File: config.mk
export PLATFORM = sky130hd
export DESIGN_NAME = spi_flag_ctrl
export DESIGN_NICKNAME = d
export VERILOG_FILES = /design/src/rtl/spi_flag_pkg.sv /design/src/rtl/spi_clear_seq.sv /design/src/rtl/spi_evt_flag.sv /design/src/rtl/spi_ctrl_bits.sv /design/src/rtl/spi_flag_ctrl.sv
export SDC_FILE = /design/constraint.sdc
export NUM_CORES = 1
export LEC_CHECK = 0
export BUFFER_PORTS_ARGS = -buffer_cell sky130_fd_sc_hd__buf_4
export CAP_MARGIN = 20
export CORE_AREA = 4 4 41 43
export CTS_BUF_LIST = sky130_fd_sc_hd__clkbuf_8
export DETAILED_ROUTE_END_ITERATION = 8
export DIE_AREA = 0 0 45 47
export PLACE_DENSITY = 0.54
export SYNTH_ARGS = -nofsm -noshare
export SYNTH_HDL_FRONTEND = slang
export SYNTH_SLANG_ARGS = --single-unit
File: constraint.sdc
create_clock -name clk -period 0.95 [get_ports clk]
set_input_delay 0.095 -clock clk [delete_from_list [all_inputs] [get_ports clk]]
set_output_delay 0.095 -clock clk [all_outputs]
set_load 0.05 [all_outputs]
File: src/rtl/spi_flag_pkg.sv
package spi_flag_pkg;
  localparam int REG_W     = 8;
  localparam int BIT_INT   = 7;
  localparam int BIT_WCOL  = 6;
  localparam int BIT_SSHI  = 5;
  localparam int BIT_SWAP  = 4;
  localparam int BIT_SSEN  = 3;
  localparam int LOW_ZEROS = BIT_SSEN;

  // set has priority, so an event that meets a clear is kept
  function automatic logic flag_next(input logic q, input logic set, input logic clr);
    return set | (q & ~clr);
  endfunction

  function automatic logic [REG_W-1:0] pack_status(
    input logic f_int, input logic f_wcol, input logic f_sshi,
    input logic c_swap, input logic c_ssen);
    logic [REG_W-1:0] v;
    v = '0;
    v[BIT_INT]  = f_int;
    v[BIT_WCOL] = f_wcol;
    v[BIT_SSHI] = f_sshi;
    v[BIT_SWAP] = c_swap;
    v[BIT_SSEN] = c_ssen;
    return v;
  endfunction
endpackage

File: src/rtl/spi_clear_seq.sv
module spi_clear_seq (
  input  logic clk,
  input  logic rst_n,
  input  logic stat_rd,
  input  logic data_acc,
  output logic armed,
  output logic seq_clr
);
  assign seq_clr = armed & data_acc;

  always_ff @(posedge clk or negedge rst_n) begin
    if (!rst_n)        armed <= 1'b0;
    else if (stat_rd)  armed <= 1'b1;
    else if (data_acc) armed <= 1'b0;
  end
endmodule

File: src/rtl/spi_evt_flag.sv
module spi_evt_flag
  import spi_flag_pkg::*;
(
  input  logic clk,
  input  logic rst_n,
  input  logic set,
  input  logic clr,
  output logic q
);
  always_ff @(posedge clk or negedge rst_n) begin
    if (!rst_n) q <= 1'b0;
    else        q <= flag_next(q, set, clr);
  end
endmodule

File: src/rtl/spi_ctrl_bits.sv
module spi_ctrl_bits
  import spi_flag_pkg::*;
(
  input  logic             clk,
  input  logic             rst_n,
  input  logic             wr,
  input  logic [REG_W-1:0] wdata,
  output logic             swap,
  output logic             ssen
);
  always_ff @(posedge clk or negedge rst_n) begin
    if (!rst_n) begin
      swap <= 1'b0;
      ssen <= 1'b0;
    end else if (wr) begin
      swap <= wdata[BIT_SWAP];
      ssen <= wdata[BIT_SSEN];
    end
  end
endmodule

File: src/rtl/spi_flag_ctrl.sv
module spi_flag_ctrl
  import spi_flag_pkg::*;
(
  input  logic             clk,
  input  logic             rst_n,
  input  logic             stat_rd,
  input  logic             stat_wr,
  input  logic [REG_W-1:0] wdata,
  input  logic             data_rd,
  input  logic             data_wr,
  input  logic             int_en,
  input  logic             int_ack,
  input  logic             xfer_done,
  input  logic             xfer_busy,
  input  logic             ss_pin,
  output logic [REG_W-1:0] stat_rdata,
  output logic             irq,
  output logic             wcol,
  output logic             ss_high,
  output logic             pin_swap,
  output logic             ss_enable
);
  // named internal events, visible to the bound checker
  logic data_acc, armed, seq_clr;
  logic int_flag, int_set, int_clr;
  logic wcol_set, sshi_set, sshi_clr;
  logic [REG_W-1:0] unused_wdata;

  assign unused_wdata = wdata;
  assign data_acc = data_rd | data_wr;

  spi_clear_seq u_seq (
    .clk(clk), .rst_n(rst_n), .stat_rd(stat_rd), .data_acc(data_acc),
    .armed(armed), .seq_clr(seq_clr)
  );

  assign int_set  = xfer_done;
  assign int_clr  = int_en ? int_ack : seq_clr;
  assign wcol_set = data_wr & xfer_busy;
  assign sshi_set = ss_enable & ss_pin;
  assign sshi_clr = stat_wr & ~wdata[BIT_SSHI];

  spi_evt_flag u_int (
    .clk(clk), .rst_n(rst_n), .set(int_set), .clr(int_clr), .q(int_flag)
  );
  spi_evt_flag u_wcol (
    .clk(clk), .rst_n(rst_n), .set(wcol_set), .clr(seq_clr), .q(wcol)
  );
  spi_evt_flag u_sshi (
    .clk(clk), .rst_n(rst_n), .set(sshi_set), .clr(sshi_clr), .q(ss_high)
  );

  spi_ctrl_bits u_ctrl (
    .clk(clk), .rst_n(rst_n), .wr(stat_wr), .wdata(wdata),
    .swap(pin_swap), .ssen(ss_enable)
  );

  assign stat_rdata = pack_status(int_flag, wcol, ss_high, pin_swap, ss_enable);
  assign irq        = int_flag & int_en;
endmodule

## Yosys cells after proc, flatten, opt, wreduce, memory -nomap -nowiden

Index checks and enable logic that the tools add are counted.
Widths: inputs -> output; s select.

- Muxes and demuxes: 3
- Bitwise operators: 16
- Reductions and logical operators: 1

Operators with widths:

| kind | number |
|---|---|
| $and 1x1->1 | 8 |
| $not 1->1 | 4 |
| $or 1x1->1 | 4 |
| $mux 1 | 3 |
| $reduce_bool 2->1 | 1 |

- Flip-flop bits (word level): 6
- Input bits: 19
- Word-level logic and storage cells: 26

## Depth between registers and ports, before layout

- Depth after elaboration: 6
- Depth in mapped cells: 3

## Modules after synthesis

Synthesis repeated with hierarchy kept, for this count alone.

- Cell total of the unflattened synthesis: 32
- Area total of the unflattened synthesis: 336.6 um^2

Modules (own cells, without submodules):

| module | instances | cells an instance | area an instance (um^2) | sequential area each (um^2) |
|---|---|---|---|---|
| spi_flag_ctrl | 1 | 15 | 111.4 | 0.0 |
| spi_evt_flag | 3 | 3 | 36.3 | 25.0 |
| spi_ctrl_bits | 1 | 4 | 72.6 | 50.0 |
| spi_clear_seq | 1 | 4 | 43.8 | 25.0 |

## Worst setup path before layout

No wires, ideal clock.

- Path type: reg2out
- Start point: register u_ctrl.ssen
- End point: output port stat_rdata[3]
- Arrival: 919 ps
- Required time: 855 ps
- Setup slack: -64 ps
- Stages on the path, launching flop included: 2
- Path buffers: 1
- Path through: dfrtp_1 buf_4

RTL lines:

| element | line | RTL |
|---|---|---|
| from (decl) | spi_ctrl_bits.sv:9 | `output logic ssen` |
| from (signal assigned) | spi_ctrl_bits.sv:17 | `ssen <= wdata[BIT_SSEN];` |
| to (decl) | spi_flag_ctrl.sv:16 | `output logic [REG_W-1:0] stat_rdata,` |

No word-level cell between the ends.

## Worst setup path after layout

- Start point: register u_int.q
- End point: output port irq

- Word-level cells in the longest chain between the ends: 1

RTL lines:

| element | line | RTL |
|---|---|---|
| from (decl) | spi_evt_flag.sv:8 | `output logic q` |
| from (signal assigned) | spi_evt_flag.sv:12 | `else q <= flag_next(q, set, clr);` |
| $and 1x1->1 | spi_flag_ctrl.sv:59 | `assign irq = int_flag & int_en;` |
| to (decl) | spi_flag_ctrl.sv:17 | `output logic irq,` |

No other way between the ends.

==> metrics.md <==
| Metric | Value |
|---|---|
| Outcome | complete, but fails checks |
| Failing checks | negative setup slack |
| Register area | 155 um2 |
| Grt ovf | 0 |
| Maximum vdd ir drop | approximately 1.1 mV |
| Max Fanout on Critical Path | 3 |
| IO Port Bufs | 23 |
| DP Worst Slack | between 0.15 and 0.2 ns |
| Die Y | approximately 47 um |
| DIE AREA | 0.00212 mm2 |
| Final worst path period share | 103% |
| Met1 GRT Util | roughly 6% |
| Residual DRC count | 0 |
| Most common cell after layout, fill and taps aside | buf_4 |
| Max-cap violations | 0 |
| Global-route wire length before repair | roughly 940 um |
| Hold Violations, Final | 0 |
| Final Critical Period | just under 1 ns |
| Commonest cells after routing, fill and taps aside | buf_4 (21), dfrtp_2 (4), conb_1 (3), clkbuf_8 (3), buf_6 (3) |
| Netlist cell types | 12 |
| First drt pass iteration count | 2 |
| Layout fillers | 133 |
| Starting density of the core | about a quarter |
| Slowest-stage cell, CP | dfrtp_1 |
| Setup crit end kind | primary output |
| Syn Area/Cell | ~11 um2 |
| Fin. max-slew vios | 0 |
| Delay-heaviest family, CP | flip-flops |
| Vias in the first global route | 230 |
| Clk root buf | clkbuf_8 |
| H-tree depth | 1 |
| Hold Slack | around 0.054 ns |
| Vias per cell | 3.91 |
| Reg2Reg Setup Slack | 0.15 ns |
| Met3 usage | about 5.7% |
| Sequential area share after synthesis | between 40% and 50% |
| Via count | roughly 250 |
| RePlAce Congestion | about 0.62 |
| Worst Slack Setup Final | -0.0243 ns |
| Layout cells sized above 1 | a little under three quarters |
| Row cnt | 13 |
| Pin count of the biggest net entering global routing | 7 |
| Crit path required time | 0.85 ns |
| Crit path largest cell delay | around 0.38 ns |
| Core area | between 0.001 and 0.0015 mm2 |
| #FFs+latches synth | 6 |
| Tot GR Track Use | under 10% |
| CTS tree | yes |
| Post-Synthesis Cell Area | 309 um2 |
| Routed length per instance | 10.4 um |
| Worst Skew | 0.00562 ns |
| CTS sink cnt | 6 |
| Gr busiest metal | met2 |
| Hold WC Path Type | input pin to register |
| Crit path launch type | register |
| CTS clock-pin slew for the worst setup and hold paths | ~0.030 ns |
| PwrDens | between 2000 and 2500 mW/mm2 |
| WP buf/inv | 1 |
| Fmax | approximately 1000 MHz |
| Iteration-0 DRC Markers | 1 |
| Leading area contributor after synthesis | dfrtp_1 |
| Chip width | approximately 45 um |
| Antenna diode count | 0 |
| Cell Chain, Critical Path | and2_4, buf_6 |
| Leakage power | approximately 0.00027 uW |
| Util after Layout | around two fifths |
| Met2 GRT Util | approximately a tenth |
| Multi-input gate area | roughly 110 um2 |
| Yosys warning count | 0 |
| Sum of negative setup slack | -0.0243 ns |
| Final net count | 70 |
| Ports | 32 |
| RSZ-0062 raised after global routing | yes |
| Final setup violation count | 1 |
| Clk_lat worst skew | approximately 0.22 ns |
| Detailed Route WL | between 600 and 700 um |
| Top cells by area, synth | dfrtp_1 (49%), buf_4 (19%), mux2_2 (7.3%), a22o_1 (5.7%), nand2b_1 (4.0%) |
| Area Growth Syn to Fin | 71.3% |
| Area share of the largest cell type after synthesis | approximately half |
| Synthesized instance count | 27 |
| Post-route ant nets | 0 |
| CTS Buf Count | 3 |
| Initial antenna violation count | 0 |
| CTS Buffer Depth | 2 |
| Critical Path AT | between 0.8 and 0.9 ns |
| CP Class | register to primary output |
[Yosys cell counts]
cell	count
a21o_1	1
a22o_1	2
and2_1	1
buf_4	8
conb_1	1
dfrtp_1	6
mux2_2	2
nand2_1	1
nand2b_1	2
nor2_1	1
o211ai_2	1
o21ai_2	1
[cell families after synthesis]
kind of cell | count (synthesis) | synth area share, %
AO/OA/AOI/OAI | 5 | 15.0
buffers and inverters | 8 | 19.4
flip-flops | 6 | 48.6
multiplexers | 2 | 7.29
other | 1 | 1.21
AND/OR/NAND/NOR | 5 | 8.50
[layout make-up]
type / instances / share of cell area (%)
Clock inverter: 1 / 0.709
Clock buffer: 3 / 7.80
Tap cell: 15 / 3.55
Multi-Input combinational cell: 15 / 20.6
Timing Repair Buffer: 25 / 38.1
Sequential cell: 6 / 29.3
[where the power goes]
group          switching (uW)  internal (uW)  leakage [uW]
Sequential               21.6            287     0.0000645
Combinational             242            136      0.000176
Clock                     109            277     0.0000269
Total                     372            701      0.000267
[metal layers]
layer | wire length (um) | part of all wire, % | vias up
li1 | - | - | 125
met1 | 216 | 32 | 121
met2 | 413 | 61 | 8
met3 | 45 | 6.7 | 0
met4 | 0 | 0 | 0
met5 | 0 | 0 | -
[state kept, by name (all words and copies together), names as in the netlist]
signal,count
u_sshi.q,1
u_ctrl.ssen,1
u_int.q,1
u_wcol.q,1
u_ctrl.swap,1
u_seq.armed,1
[through the flow]
| step | cell area [um2] | power (uW) | std cells |
|---|---|---|---|
| final | 529 | 1070 | 65 |
| after global routing | 529 | 1140 | 65 |
| after CTS | 522 | 1090 | 65 |
| after detailed placement | 453 | 674 | 59 |
| after global placement | 453 | 673 | 59 |
| after floorplan | 322 | 583 | 29 |
[timing repair]
item	in CTS	in global routing
hold endpoints to repair	6	0
setup buffers	1	0
resized for setup	2	2
setup endpoints to repair	1	3
hold buffers	1	0
[worst paths after layout]
path,from,endpoint,cells past startpoint
setup reg to reg,u_ctrl.ssen,u_ctrl.ssen,1
setup / recovery,u_int.q,irq,2
max in group asynchronous,rst_n,u_ctrl.swap,2
hold reg to reg,u_seq.armed,u_seq.armed,1
hold / removal,stat_rd,u_seq.armed,2
min in group asynchronous,rst_n,u_sshi.q,2
Note: power is estimated with default switching activity, not from simulation.
